<file path="src/rtl/txbuf_pkg.sv">
package txbuf_pkg;

    localparam int BYTE_W = 8;
    localparam int THR_W  = 4;

    typedef logic [BYTE_W-1:0] byte_t;

    // read pointer action chosen each cycle, in priority order
    typedef enum logic [1:0] {
        RP_HOLD   = 2'd0,
        RP_STEP   = 2'd1,
        RP_REWIND = 2'd2,
        RP_CLEAR  = 2'd3
    } rp_op_t;

    typedef struct packed {
        logic underrun;
        logic warn;
    } txbuf_flags_t;

    function automatic int max_w(input int a, input int b);
        return (a > b) ? a : b;
    endfunction

endpackage

</file>
<file path="src/rtl/txbuf_wrptr.sv">
module txbuf_wrptr #(
    parameter int AW = 6
) (
    input  logic        clk,
    input  logic        rst,
    input  logic        flush,
    input  logic        wr_req,
    input  logic        full,
    output logic        wr_acc,
    output logic [AW:0] wr_ptr
);
    assign wr_acc = wr_req && !full && !flush;

    always_ff @(posedge clk) begin
        if (rst || flush)
            wr_ptr <= '0;
        else if (wr_acc)
            wr_ptr <= wr_ptr + 1'b1;
    end
endmodule

</file>
<file path="src/rtl/txbuf_rdptr.sv">
module txbuf_rdptr
    import txbuf_pkg::*;
#(
    parameter int AW = 6
) (
    input  logic        clk,
    input  logic        rst,
    input  logic        flush,
    input  logic        retry,
    input  logic        rd_req,
    input  logic        empty,
    input  logic        start,
    input  logic        ok,
    output logic [AW:0] rd_ptr,
    output logic [AW:0] anchor
);
    rp_op_t      op;
    logic [AW:0] rp_nxt;

    always_comb begin
        if (flush)
            op = RP_CLEAR;
        else if (retry)
            op = RP_REWIND;
        else if (rd_req && !empty)
            op = RP_STEP;
        else
            op = RP_HOLD;
    end

    always_comb begin
        case (op)
            RP_CLEAR:  rp_nxt = '0;
            RP_REWIND: rp_nxt = anchor;
            RP_STEP:   rp_nxt = rd_ptr + 1'b1;
            default:   rp_nxt = rd_ptr;
        endcase
    end

    always_ff @(posedge clk) begin
        if (rst) begin
            rd_ptr <= '0;
            anchor <= '0;
        end else begin
            rd_ptr <= rp_nxt;
            if (op == RP_CLEAR)
                anchor <= '0;
            else if (op != RP_REWIND) begin
                if (start)
                    anchor <= rd_ptr;
                else if (ok)
                    anchor <= rp_nxt;
            end
        end
    end
endmodule

</file>
<file path="src/rtl/txbuf_store.sv">
module txbuf_store
    import txbuf_pkg::*;
#(
    parameter int AW = 6
) (
    input  logic          clk,
    input  logic          we,
    input  logic [AW-1:0] waddr,
    input  byte_t         wdata,
    input  logic [AW-1:0] raddr,
    output byte_t         rdata
);
    localparam int ENTRIES = 1 << AW;

    byte_t cells [ENTRIES];

    always_ff @(posedge clk) begin
        if (we)
            cells[waddr] <= wdata;
    end

    assign rdata = cells[raddr];
endmodule

</file>
<file path="src/rtl/txbuf_flags.sv">
module txbuf_flags
    import txbuf_pkg::*;
#(
    parameter int LW = 7
) (
    input  logic             clk,
    input  logic             rst,
    input  logic             clr,
    input  logic [LW-1:0]    level,
    input  logic [THR_W-1:0] thr,
    input  logic             unr_evt,
    output txbuf_flags_t     flags
);
    localparam int CW = max_w(LW, THR_W);

    logic [CW-1:0] lvl_x;
    logic [CW-1:0] thr_x;
    logic          low;

    assign lvl_x = CW'(level);
    assign thr_x = CW'(thr);
    assign low   = (lvl_x <= thr_x);

    always_ff @(posedge clk) begin
        if (rst) begin
            flags <= '0;
        end else begin
            flags.warn     <= (flags.warn && !clr) || low;
            flags.underrun <= (flags.underrun && !clr) || unr_evt;
        end
    end
endmodule

</file>
<file path="src/rtl/txbuf_top.sv">
module txbuf_top
    import txbuf_pkg::*;
#(
    parameter int DEPTH = 64,
    localparam int AW   = $clog2(DEPTH),
    localparam int LW   = AW + 1
) (
    input  logic          clk,
    input  logic          rst,
    input  logic          fw_wr,
    input  logic [7:0]    fw_data,
    input  logic          tx_rd,
    input  logic          tx_last,
    output logic [7:0]    tx_data,
    input  logic          pkt_start,
    input  logic          pkt_ok,
    input  logic          pkt_retry,
    input  logic          flush,
    input  logic [3:0]    warn_thr,
    input  logic          flag_clr,
    output logic [LW-1:0] level,
    output logic [LW-1:0] free_cnt,
    output logic          empty,
    output logic          full,
    output logic          warn,
    output logic          underrun
);
    logic [AW:0]  wr_ptr;
    logic [AW:0]  rd_ptr;
    logic [AW:0]  anchor;
    logic         wr_acc;
    logic         unr_evt;
    txbuf_flags_t flags;

    assign level    = wr_ptr - rd_ptr;
    assign free_cnt = LW'(DEPTH) - level;
    assign empty    = (level == '0);
    assign full     = (level == LW'(DEPTH));

    txbuf_wrptr #(.AW(AW)) u_wr (
        .clk    (clk),
        .rst    (rst),
        .flush  (flush),
        .wr_req (fw_wr),
        .full   (full),
        .wr_acc (wr_acc),
        .wr_ptr (wr_ptr)
    );

    txbuf_rdptr #(.AW(AW)) u_rd (
        .clk    (clk),
        .rst    (rst),
        .flush  (flush),
        .retry  (pkt_retry),
        .rd_req (tx_rd),
        .empty  (empty),
        .start  (pkt_start),
        .ok     (pkt_ok),
        .rd_ptr (rd_ptr),
        .anchor (anchor)
    );

    txbuf_store #(.AW(AW)) u_mem (
        .clk   (clk),
        .we    (wr_acc),
        .waddr (wr_ptr[AW-1:0]),
        .wdata (fw_data),
        .raddr (rd_ptr[AW-1:0]),
        .rdata (tx_data)
    );

    assign unr_evt = tx_rd && empty && !tx_last && !flush && !pkt_retry;

    txbuf_flags #(.LW(LW)) u_flg (
        .clk     (clk),
        .rst     (rst),
        .clr     (flag_clr),
        .level   (level),
        .thr     (warn_thr),
        .unr_evt (unr_evt),
        .flags   (flags)
    );

    assign warn     = flags.warn;
    assign underrun = flags.underrun;
endmodule

</file>
<file path="config.mk">
export PLATFORM = sky130hd
export DESIGN_NAME = txbuf_top
export DESIGN_NICKNAME = d
export VERILOG_FILES = /design/src/rtl/txbuf_pkg.sv /design/src/rtl/txbuf_wrptr.sv /design/src/rtl/txbuf_rdptr.sv /design/src/rtl/txbuf_store.sv /design/src/rtl/txbuf_flags.sv /design/src/rtl/txbuf_top.sv
export SDC_FILE = /design/constraint.sdc
export NUM_CORES = 1
export LEC_CHECK = 0
export BUFFER_PORTS_ARGS = -buffer_cell sky130_fd_sc_hd__buf_2
export CAP_MARGIN = 20
export CORE_MARGIN = 10
export CORE_UTILIZATION = 60
export CTS_BUF_LIST = sky130_fd_sc_hd__clkbuf_4 sky130_fd_sc_hd__clkbuf_8 sky130_fd_sc_hd__clkbuf_16
export CTS_CLUSTER_SIZE = 14
export DETAILED_ROUTE_END_ITERATION = 8
export MAX_ROUTING_LAYER = met4
export PLACE_DENSITY = 0.77
export SYNTH_ARGS = -nofsm -noshare
export SYNTH_HDL_FRONTEND = slang
export SYNTH_SLANG_ARGS = --single-unit
export TNS_END_PERCENT = 5
</file>
<file path="constraint.sdc">
create_clock -name clk -period 8.4 [get_ports clk]
set_clock_uncertainty 0.2 [all_clocks]
set_input_delay 0.42 -clock clk [delete_from_list [all_inputs] [get_ports clk]]
set_output_delay 0.42 -clock clk [all_outputs]
set_load 0.01 [all_outputs]
</file>
==> impl_table.tex, run 1 <==
\begin{tabular}{lr}
\hline
Metric & Value \\
\hline
\multicolumn{2}{l}{\textbf{Yosys}} \\
Combinational family with the most area after synthesis & multiplexers \\
Simple-gate area share of the yosys netlist & $\sim$3.7\% \\
Distinct cell type count of the synthesized netlist & 60 \\
Synth warnings & 0 \\
Most frequently used flop master after synthesis & sky130\_fd\_sc\_hd\_\_edfxtp\_1 \\
Number of nets in the synthesized netlist & 1,083 \\
Number of synthesized flops with an enable pin & 512 \\
Flops \& latches, synth & about 540 \\
Share of synthesized flip-flops with an asynchronous set or reset & 0\% \\
Mux cell area share after synthesis & 17.6\% \\
Xor-xnor portion of the synthesized cell area & less than 1\% \\
Share of synthesized cell area in full adder, half adder and majority cells & less than 1\% \\
Post-synthesis compound-gate area fraction & 2.24\% \\
Post-synthesis area per instance & approximately 21 µm² \\
Mapped Cells & 1,047 \\
Sequential share of the synthesized area & between 70 and 80\% \\
Syn Std Cell Area & approximately 22,000 µm² \\
\multicolumn{2}{l}{\textbf{Setup path}} \\
CP Launch Point & u\_rd.rd\_ptr[1]\$\_SDFF\_PP0\_ \\
Kind of end point of the critical path & flip-flop \\
Crit-path max FO & 58 \\
Required time at the endpoint of the critical path & between 8 and 9 ns \\
Data arrival, critical path & $\sim$5.2 ns \\
Critical Path Source Type & flip-flop \\
Path type of the worst setup path & flip-flop to flip-flop \\
Crit Reg-Reg Startpoint & u\_rd.rd\_ptr[1]\$\_SDFF\_PP0\_ \\
\multicolumn{2}{l}{\textbf{Floorplanning}} \\
Die Y & 210 µm \\
Effective utilization at floorplan & about three fifths \\
Total Die Area & between 40,000 and 50,000 µm² \\
Number of I/O pins & 48 \\
Horizontal die dimension & $\sim$210 µm \\
Placeable core area & 35,500 µm² \\
Number of standard-cell rows in the floorplan & 69 \\
\multicolumn{2}{l}{\textbf{CTS}} \\
CTS buffer count & slightly above 50 \\
CTS max path bufs & 3 \\
TritonCTS sink count & roughly 540 \\
Cells resized by post-CTS repair & 0 \\
Number of levels the H-tree was split into & 2 \\
Clock Latency Late Sink & approximately 0.57 ns \\
Buffer cell driving the clock tree root & sky130\_fd\_sc\_hd\_\_clkbuf\_16 \\
Clock Pin Slew Worst Setup and Hold Paths & 0.06 ns \\
TritonCTS clock tree & yes \\
\multicolumn{2}{l}{\textbf{Final layout}} \\
Ratio of cells with drive above 1 in the final layout & just under 30\% \\
Growth of design area from synthesis to finish & 11.3\% \\
Count of non-filler cells in the finished layout & 1,606 \\
Antenna cells & 0 \\
Final-layout fill cell count & $\sim$2,100 \\
Most frequent cells in the layout & sky130\_fd\_sc\_hd\_\_edfxtp\_1 (512), sky130\_fd\_sc\_hd\_\_mux4\_2 (168), sky130\_fd\_sc\_hd\_\_nor2\_1 (87) \\
Final nets & between 1,000 and 1,500 \\
Most common cell after layout, fill and taps aside & sky130\_fd\_sc\_hd\_\_edfxtp\_1 \\
\multicolumn{2}{l}{\textbf{Global routing}} \\
Total congestion overflow & 0 \\
Number of global-route vias before repair & 10,866 \\
Total GRT Usage & 23.5\% \\
Initial antenna violation count & 0 \\
Largest net degree at the start of global routing & 75 \\
First-pass GRT wire length & $\sim$74,000 µm \\
\multicolumn{2}{l}{\textbf{Power and ir drop}} \\
Leakage & about 7.4 nW \\
Reported net switching power & around 1.2 mW \\
Maximum ir drop on the vdd rail & about 0.21 mV \\
Switching power as a share of total power & 20.6\% \\
Power density over the cells & around 230 nW/µm² \\
Power Internal & $\sim$4.4 mW \\
Clk network pwr share & between 40\% and 50\% \\
Combinational fraction of design power & 5.5\% \\
Sequential Power Share & between 50\% and 60\% \\
\multicolumn{2}{l}{\textbf{STA}} \\
Pin slew with the least headroom to its limit & between 1 and 1.5 ns \\
Unrepaired setup endpoints after global routing & no \\
Final hold vios & 0 \\
Setup total negative slack & 0 ns \\
Slew Viols, Final & 0 \\
Setup violation total in the final timing report & 0 \\
Worst hold-check slack & $\sim$0.067 ns \\
Worst slew slack as a fraction of its limit & between 20 and 25\% \\
Maximum operating frequency & a little under 200 MHz \\
Final period demand of the worst path & between 5 and 6 ns \\
Portion of the clock cycle consumed by the worst path in the final layout & $\sim$62\% \\
\multicolumn{2}{l}{\textbf{Detailed routing}} \\
DR iter-0 viols & about 1,400 \\
Wire length reported by the detailed router & between 40,000 and 50,000 µm \\
Antenna Violating Nets Remaining & 0 \\
Vias per Instance & between 6 and 7 \\
Via count & $\sim$11,000 \\
Length of the first detailed-routing pass in iterations & 6 \\
Number of remaining DRC errors & 0 \\
Drt wl/cell & a little over 30 µm \\
\multicolumn{2}{l}{\textbf{Job}} \\
Number of max-cap violations & 0 \\
\multicolumn{2}{l}{\textbf{Hold path}} \\
Worst Hold Launch & fw\_wr \\
Class of the worst hold path & input pin to flip-flop \\
\multicolumn{2}{l}{\textbf{Run status}} \\
Run status & finished, final reports clean \\
\multicolumn{2}{l}{\textbf{Place}} \\
Count of placed standard cells including taps & 1,507 \\
Routability Congestion & 0.897 \\
Placed wire-length estimate after detailed placement & a little under 30,000 µm \\
Number of I/O port buffers & 47 \\
\hline
\end{tabular}
==> metrics by stage <==
stage / power (mW) / utilization [%] / worst slack (ns) / area (µm²)
final: 5.60 / 67.6 / 3.22 / 24000
after CTS: 5.63 / 67.6 / 3.29 / 24000
after global routing: 5.76 / 67.6 / 2.90 / 24000
after floorplan: 3.18 / - / 4.33 / 21500
after global placement: 3.30 / 62.5 / 3.48 / 22200
after detailed placement: 3.31 / 62.5 / 3.29 / 22200
==> cell usage after synthesis, types with 4 or more instances <==
cell type	n	area (µm²)
sky130_fd_sc_hd__edfxtp_1	512	15400
sky130_fd_sc_hd__mux4_2	168	3780
sky130_fd_sc_hd__nor2_1	87	327
sky130_fd_sc_hd__clkbuf_1	34	128
sky130_fd_sc_hd__dfxtp_1	23	460
sky130_fd_sc_hd__nand2_1	19	71.3
sky130_fd_sc_hd__inv_1	17	63.8
sky130_fd_sc_hd__nand3_1	15	75.1
sky130_fd_sc_hd__a21oi_1	13	65.1
sky130_fd_sc_hd__buf_2	13	65.1
sky130_fd_sc_hd__ha_1	13	163
sky130_fd_sc_hd__o21ai_0	12	60.1
sky130_fd_sc_hd__xnor2_1	11	96.3
sky130_fd_sc_hd__o211ai_1	9	67.6
sky130_fd_sc_hd__buf_1	8	30.0
sky130_fd_sc_hd__nor3_1	8	40.0
sky130_fd_sc_hd__or3_1	5	31.3
sky130_fd_sc_hd__a31oi_1	4	25.0
sky130_fd_sc_hd__and2_1	4	25.0
sky130_fd_sc_hd__nand3b_1	4	30.0
sky130_fd_sc_hd__o21a_1	4	30.0
sky130_fd_sc_hd__xor2_1	4	35.0
==> critical path, cell delays in order, from the launching register on <==
cell and delay [ns]:
sky130_fd_sc_hd__dfxtp_4 0.89, sky130_fd_sc_hd__inv_1 0.31, sky130_fd_sc_hd__fa_1 0.55, sky130_fd_sc_hd__a211oi_1 0.31, sky130_fd_sc_hd__o21bai_1 0.14, sky130_fd_sc_hd__a221oi_1 0.75
sky130_fd_sc_hd__o21ai_2 0.25, sky130_fd_sc_hd__o2111ai_2 0.97, sky130_fd_sc_hd__nor2_1 0.45
==> cell families (layout without fill, tap and decap cells) <==
family	Yosys count	count (layout)
buf+inv	78	176
xor+xnor	15	15
flops	535	535
simple gates	168	168
fa+ha+maj	14	14
compound gates	68	68
mux	169	169
==> path summary, 6_finish.rpt <==
check                                 end  slack [ns]  cells after the start
max          u_mem.cells[23][5]$_DFFE_PP_        3.22                      8
min           u_wr.wr_ptr[2]$_SDFFE_PP0P_        0.07                      4
max reg2reg  u_mem.cells[23][5]$_DFFE_PP_        3.22                      8
min reg2reg     u_flg.flags[0]$_SDFF_PP0_        0.29                      2
==> power groups by stage <==
stage	clock, mW	combinational [mW]	sequential [mW]
6_report	2.35	0.310	2.94
5_1_grt	2.48	0.331	2.94
4_1_cts	2.38	0.311	2.94
3_5_place_dp	0	0.307	3.00
3_3_place_gp	0	0.303	3.00
2_1_floorplan	0	0.190	2.99
==> state kept, by name, indices dropped and copies added (netlist names) <==
name	count
u_flg.flags	2
u_mem.cells	512
u_rd.anchor	7
u_rd.rd_ptr	7
u_wr.wr_ptr	7
==> what timing repair did <==
item | 4_1_cts | 5_1_grt
endpoints found under the hold margin | 5 | 0
hold buffers | 4 | 0
endpoints found under the setup margin | 0 | 0
buffers inserted | 0 | 0
==> final cells by class <==
class | instances | area (µm²) | area share (%)
Clock buffer | 67 | 1440 | 6.02
Clock inverter | 27 | 295 | 1.23
Inverter | 19 | 71.3 | 0.297
Multi-Input combinational cell | 434 | 5380 | 22.4
Sequential cell | 535 | 15800 | 66.0
Tap cell | 461 | 577 | 2.40
Timing Repair Buffer | 63 | 378 | 1.58
==> metal layers <==
layer / part of all wire (%) / track usage, %
met2: 49 / 35.9
met4: 2.8 / 7.12
met5: 0 / -
met1: 39 / 32.4
met3: 9.6 / 3.95
(Power assumes the default switching activity.)
==> run 2, diff against run 1 <==
--- a/config.mk
+++ b/config.mk
@@ -5,6 +5,7 @@
 export SDC_FILE = /design/constraint.sdc
 export NUM_CORES = 1
 export LEC_CHECK = 0
+export ABC_AREA = 1
 export BUFFER_PORTS_ARGS = -buffer_cell sky130_fd_sc_hd__buf_2
 export CAP_MARGIN = 20
 export CORE_MARGIN = 10
==> constraint.sdc (replaced) <==
create_clock -name clk -period 5.4 [get_ports clk]
set_clock_uncertainty 0.2 [all_clocks]
set_input_delay 0.27 -clock clk [delete_from_list [all_inputs] [get_ports clk]]
set_output_delay 0.27 -clock clk [all_outputs]
set_load 0.01 [all_outputs]
==> run 2 against run 1 <==
Effect of this change:
- flip-flop and latch count is the same
- register-to-register slack got worse by 2.1 ns
- hold slack better by 0.052 ns
- non-clock buffer count rose by 11
- global-route usage up 2.9 points
==> impl_table.tex, run 2 <==
\begin{tabular}{lr}
\hline
Metric & Value \\
\hline
\multicolumn{2}{l}{\textbf{CTS}} \\
Post-CTS setup buffers & 0 \\
CTS max path bufs & 3 \\
Number of levels the H-tree was split into & 2 \\
TritonCTS clock tree & yes \\
Buffer cell driving the clock tree root & sky130\_fd\_sc\_hd\_\_clkbuf\_16 \\
Clock Latency Late Sink & about 0.58 ns \\
TritonCTS sink count & approximately 540 \\
CTS buffer count & between 50 and 60 \\
Cells resized by post-CTS repair & 0 \\
Clock Pin Slew Worst Setup and Hold Paths & $\sim$0.060 ns \\
\multicolumn{2}{l}{\textbf{Setup path}} \\
Required time at the endpoint of the critical path & $\sim$5.7 ns \\
CP endpoint & u\_flg.flags[1]\$\_SDFF\_PP0\_ \\
Path type of the worst setup path & flip-flop to flip-flop \\
Flop2flop setup slack & approximately 1.2 ns \\
CP Launch Point & u\_rd.rd\_ptr[0]\$\_SDFF\_PP0\_ \\
Endpoint of the lowest-slack register-to-register path & u\_flg.flags[1]\$\_SDFF\_PP0\_ \\
Data arrival, critical path & 4.56 ns \\
Reg2reg path depth & 15 \\
Kind of end point of the critical path & flip-flop \\
Critical Path Source Type & flip-flop \\
Crit-path max FO & between 60 and 70 \\
Crit Reg-Reg Startpoint & u\_rd.rd\_ptr[0]\$\_SDFF\_PP0\_ \\
\multicolumn{2}{l}{\textbf{Power and ir drop}} \\
Post-layout total power & between 8 and 9 mW \\
Maximum ir drop on the vdd rail & between 0.2 and 0.25 mV \\
Leakage & approximately 8 nW \\
Combinational fraction of design power & under 10\% \\
Reported net switching power & approximately 1.8 mW \\
Clk network pwr share & roughly 41\% \\
Power density over the cells & 346 nW/µm² \\
Power Internal & between 6 and 7 mW \\
Switching power as a share of total power & 21.1\% \\
Sequential Power Share & 54.1\% \\
\multicolumn{2}{l}{\textbf{Floorplanning}} \\
Die Y & 212 µm \\
Number of I/O pins & 48 \\
Horizontal die dimension & 212 µm \\
Total Die Area & 44,800 µm² \\
Placeable core area & 36,400 µm² \\
Number of standard-cell rows in the floorplan & 70 \\
Effective utilization at floorplan & between 60\% and 70\% \\
\multicolumn{2}{l}{\textbf{Detailed routing}} \\
Top layer in use & met4 \\
Vias per Instance & between 6 and 7 \\
Met1 layer wirelength in the final routing & 21,600 µm \\
Number of remaining DRC errors & 0 \\
Antenna Violating Nets Remaining & 0 \\
Met3 WL & $\sim$7600 µm \\
Drt wl/cell & about 25 µm \\
Wire length reported by the detailed router & slightly below 60,000 µm \\
Via count & about 15,000 \\
DR iter-0 viols & 2,397 \\
Length of the first detailed-routing pass in iterations & 8 \\
Length of routed met2 wiring & 26,200 µm \\
\multicolumn{2}{l}{\textbf{Place}} \\
Placed standard-cell area & between 20,000 and 25,000 µm² \\
Worst slack at placement & around 1.3 ns \\
Count of placed standard cells including taps & 2,196 \\
Routability Congestion & roughly 0.96 \\
Placed wire-length estimate after detailed placement & 33,100 µm \\
Number of I/O port buffers & 47 \\
\multicolumn{2}{l}{\textbf{Job}} \\
Number of max-cap violations & 0 \\
\multicolumn{2}{l}{\textbf{Final layout}} \\
Most common cell after layout, fill and taps aside & sky130\_fd\_sc\_hd\_\_edfxtp\_1 \\
Growth of design area from synthesis to finish & 10.6\% \\
Final nets & between 1,500 and 2,000 \\
Flip-flop count of the largest register after layout & 512 \\
Ratio of cells with drive above 1 in the final layout & between 9 and 10\% \\
Final design instance area without fill & roughly 24,000 µm² \\
Count of non-filler cells in the finished layout & $\sim$2,300 \\
Antenna cells & 0 \\
Final-layout fill cell count & around 2,500 \\
Most frequent cells in the layout & sky130\_fd\_sc\_hd\_\_edfxtp\_1 (512), sky130\_fd\_sc\_hd\_\_nor2\_1 (333), sky130\_fd\_sc\_hd\_\_o21ai\_0 (262) \\
Register ranked first by flip-flop count & u\_mem.cells \\
\multicolumn{2}{l}{\textbf{STA}} \\
Worst slew slack as a fraction of its limit & between 30\% and 40\% \\
Slew Viols, Final & 0 \\
Pin slew with the least headroom to its limit & 0.948 ns \\
Maximum operating frequency & roughly 240 MHz \\
Setup violation total in the final timing report & 0 \\
Final period demand of the worst path & about 4.2 ns \\
Final hold vios & 0 \\
Worst path setup slack after routing & around 1.2 ns \\
Unrepaired setup endpoints after global routing & no \\
Portion of the clock cycle consumed by the worst path in the final layout & approximately four fifths \\
Setup total negative slack & 0 ns \\
\multicolumn{2}{l}{\textbf{Yosys}} \\
Sequential share of the synthesized area & approximately 70\% \\
Post-synthesis area per instance & around 12 µm² \\
Distinct cell type count of the synthesized netlist & 34 \\
Share of synthesized flip-flops with an asynchronous set or reset & 0\% \\
Library cell with the largest summed area after synthesis & sky130\_fd\_sc\_hd\_\_edfxtp\_1 \\
Flops \& latches, synth & 535 \\
Synth cell count leaders & sky130\_fd\_sc\_hd\_\_edfxtp\_1 (512), sky130\_fd\_sc\_hd\_\_nor2\_1 (334), sky130\_fd\_sc\_hd\_\_o21ai\_0 (262) \\
Number of nets in the synthesized netlist & approximately 1,800 \\
Cell with the most instances after synthesis & sky130\_fd\_sc\_hd\_\_edfxtp\_1 \\
Synth top area cells & sky130\_fd\_sc\_hd\_\_edfxtp\_1 (70\%), sky130\_fd\_sc\_hd\_\_o21ai\_0 (6.0\%), sky130\_fd\_sc\_hd\_\_nor2\_1 (5.7\%), sky130\_fd\_sc\_hd\_\_nand3\_1 (2.3\%), sky130\_fd\_sc\_hd\_\_o22ai\_1 (2.2\%) \\
Number of synthesized flops with an enable pin & 512 \\
Proportion of netlist area held by the largest area contributor & a little over two thirds \\
Mapped Cells & roughly 1,800 \\
Syn Std Cell Area & approximately 22,000 µm² \\
Synth warnings & 0 \\
Most frequently used flop master after synthesis & sky130\_fd\_sc\_hd\_\_edfxtp\_1 \\
\multicolumn{2}{l}{\textbf{Global routing}} \\
Number of global-route vias before repair & between 10,000 and 15,000 \\
First-pass GRT wire length & $\sim$87,000 µm \\
Largest net degree at the start of global routing & 196 \\
Total GRT Usage & between 20\% and 30\% \\
Total congestion overflow & 0 \\
Initial antenna violation count & 0 \\
\multicolumn{2}{l}{\textbf{Run status}} \\
Run status & finished, final reports clean \\
\multicolumn{2}{l}{\textbf{Hold path}} \\
Class of the worst hold path & input pin to flip-flop \\
\hline
\end{tabular}
run 2: cell count changes in the layout (fill, tap and decap cells not counted), sizes merged, moves of 78 or more:
cell   delta
o22ai    +78
mux4    -168
nand3    +91
o21ai   +246
nor2    +253
nand2   +105
run 2: timing repair:
item,CTS,global route
hold buffers,11,1
endpoints found under the hold margin,22,2
endpoints found under the setup margin,0,0
run 2: cell families (layout without fill, tap and decap cells):
| group | count (synthesis) | count (layout) | share of synthesized area, % |
|---|---|---|---|
| flip-flops | 535 | 535 | 71.9 |
| adder cells (fa/ha/maj) | 14 | 14 | 0.830 |
| buffers and inverters | 170 | 222 | 3.06 |
| XOR/XNOR | 11 | 11 | 0.438 |
| AO/OA/AOI/OAI | 469 | 469 | 12.1 |
| AND/OR/NAND/NOR | 586 | 586 | 11.6 |
run 2: layer usage:
layer	up-vias	GRT usage, %
li1	6611	-
met1	7195	34.4
met2	1204	39.3
met3	202	6.51
met4	0	10.6
met5	-	-
run 2: metrics by stage:
step	util [%]	hold WS, ns
floorplan	-	0.169
global placement	61.8	0.249
detailed placement	61.8	0.251
CTS	66.5	0.0860
global route	66.9	0.149
finish	66.9	0.120
run 2: how the worst min path moves through the flow:
| stage | from | to | slack, ns | cells after the start |
|---|---|---|---|---|
| 6_report | tx_rd | u_rd.rd_ptr[6]$_SDFF_PP0_ | 0.12 | 6 |
| 5_1_grt | tx_rd | u_rd.rd_ptr[6]$_SDFF_PP0_ | 0.15 | 6 |
| 4_1_cts | tx_rd | u_rd.rd_ptr[6]$_SDFF_PP0_ | 0.09 | 6 |
| 3_5_place_dp | u_flg.flags[0]$_SDFF_PP0_ | u_flg.flags[0]$_SDFF_PP0_ | 0.25 | 2 |
| 3_3_place_gp | u_flg.flags[1]$_SDFF_PP0_ | u_flg.flags[1]$_SDFF_PP0_ | 0.25 | 2 |
| 2_1_floorplan | fw_data[0] | u_mem.cells[0][0]$_DFFE_PP_ | 0.17 | 0 |
run 2: worst max-delay path, cell delays in order (launching register included):
cell and delay, ns:
sky130_fd_sc_hd__dfxtp_4 0.79, sky130_fd_sc_hd__ha_1 0.25, sky130_fd_sc_hd__inv_1 0.07, sky130_fd_sc_hd__fa_1 0.50
sky130_fd_sc_hd__inv_1 0.08, sky130_fd_sc_hd__ha_1 0.15, sky130_fd_sc_hd__inv_1 0.04, sky130_fd_sc_hd__nor2_1 0.16
sky130_fd_sc_hd__nand3_2 0.14, sky130_fd_sc_hd__nor2_2 0.15, sky130_fd_sc_hd__nand3_4 0.15, sky130_fd_sc_hd__inv_1 0.10
sky130_fd_sc_hd__nand3b_1 0.08, sky130_fd_sc_hd__dlygate4sd3_1 0.61, sky130_fd_sc_hd__a21oi_1 0.12, sky130_fd_sc_hd__dlygate4sd3_1 0.55
run 2: final cells by class:
type / instances / area, µm² / share of cell area (%)
clock buffers: 64 / 1410 / 5.78
clock inverters: 28 / 213 / 0.873
inverters: 56 / 219 / 0.899
multi-input cells: 1080 / 5510 / 22.6
flip-flops and latches: 535 / 15800 / 65.0
well taps: 468 / 586 / 2.40
repair buffers: 74 / 581 / 2.38
run 2: power groups by stage:
stage	combinational (mW)	clock (mW)	sequential [mW]
global route	0.451	3.64	4.56
CTS	0.408	3.47	4.56
detailed placement	0.399	0	4.65
finish	0.416	3.45	4.56
global placement	0.391	0	4.65
floorplan	0.215	0	4.64
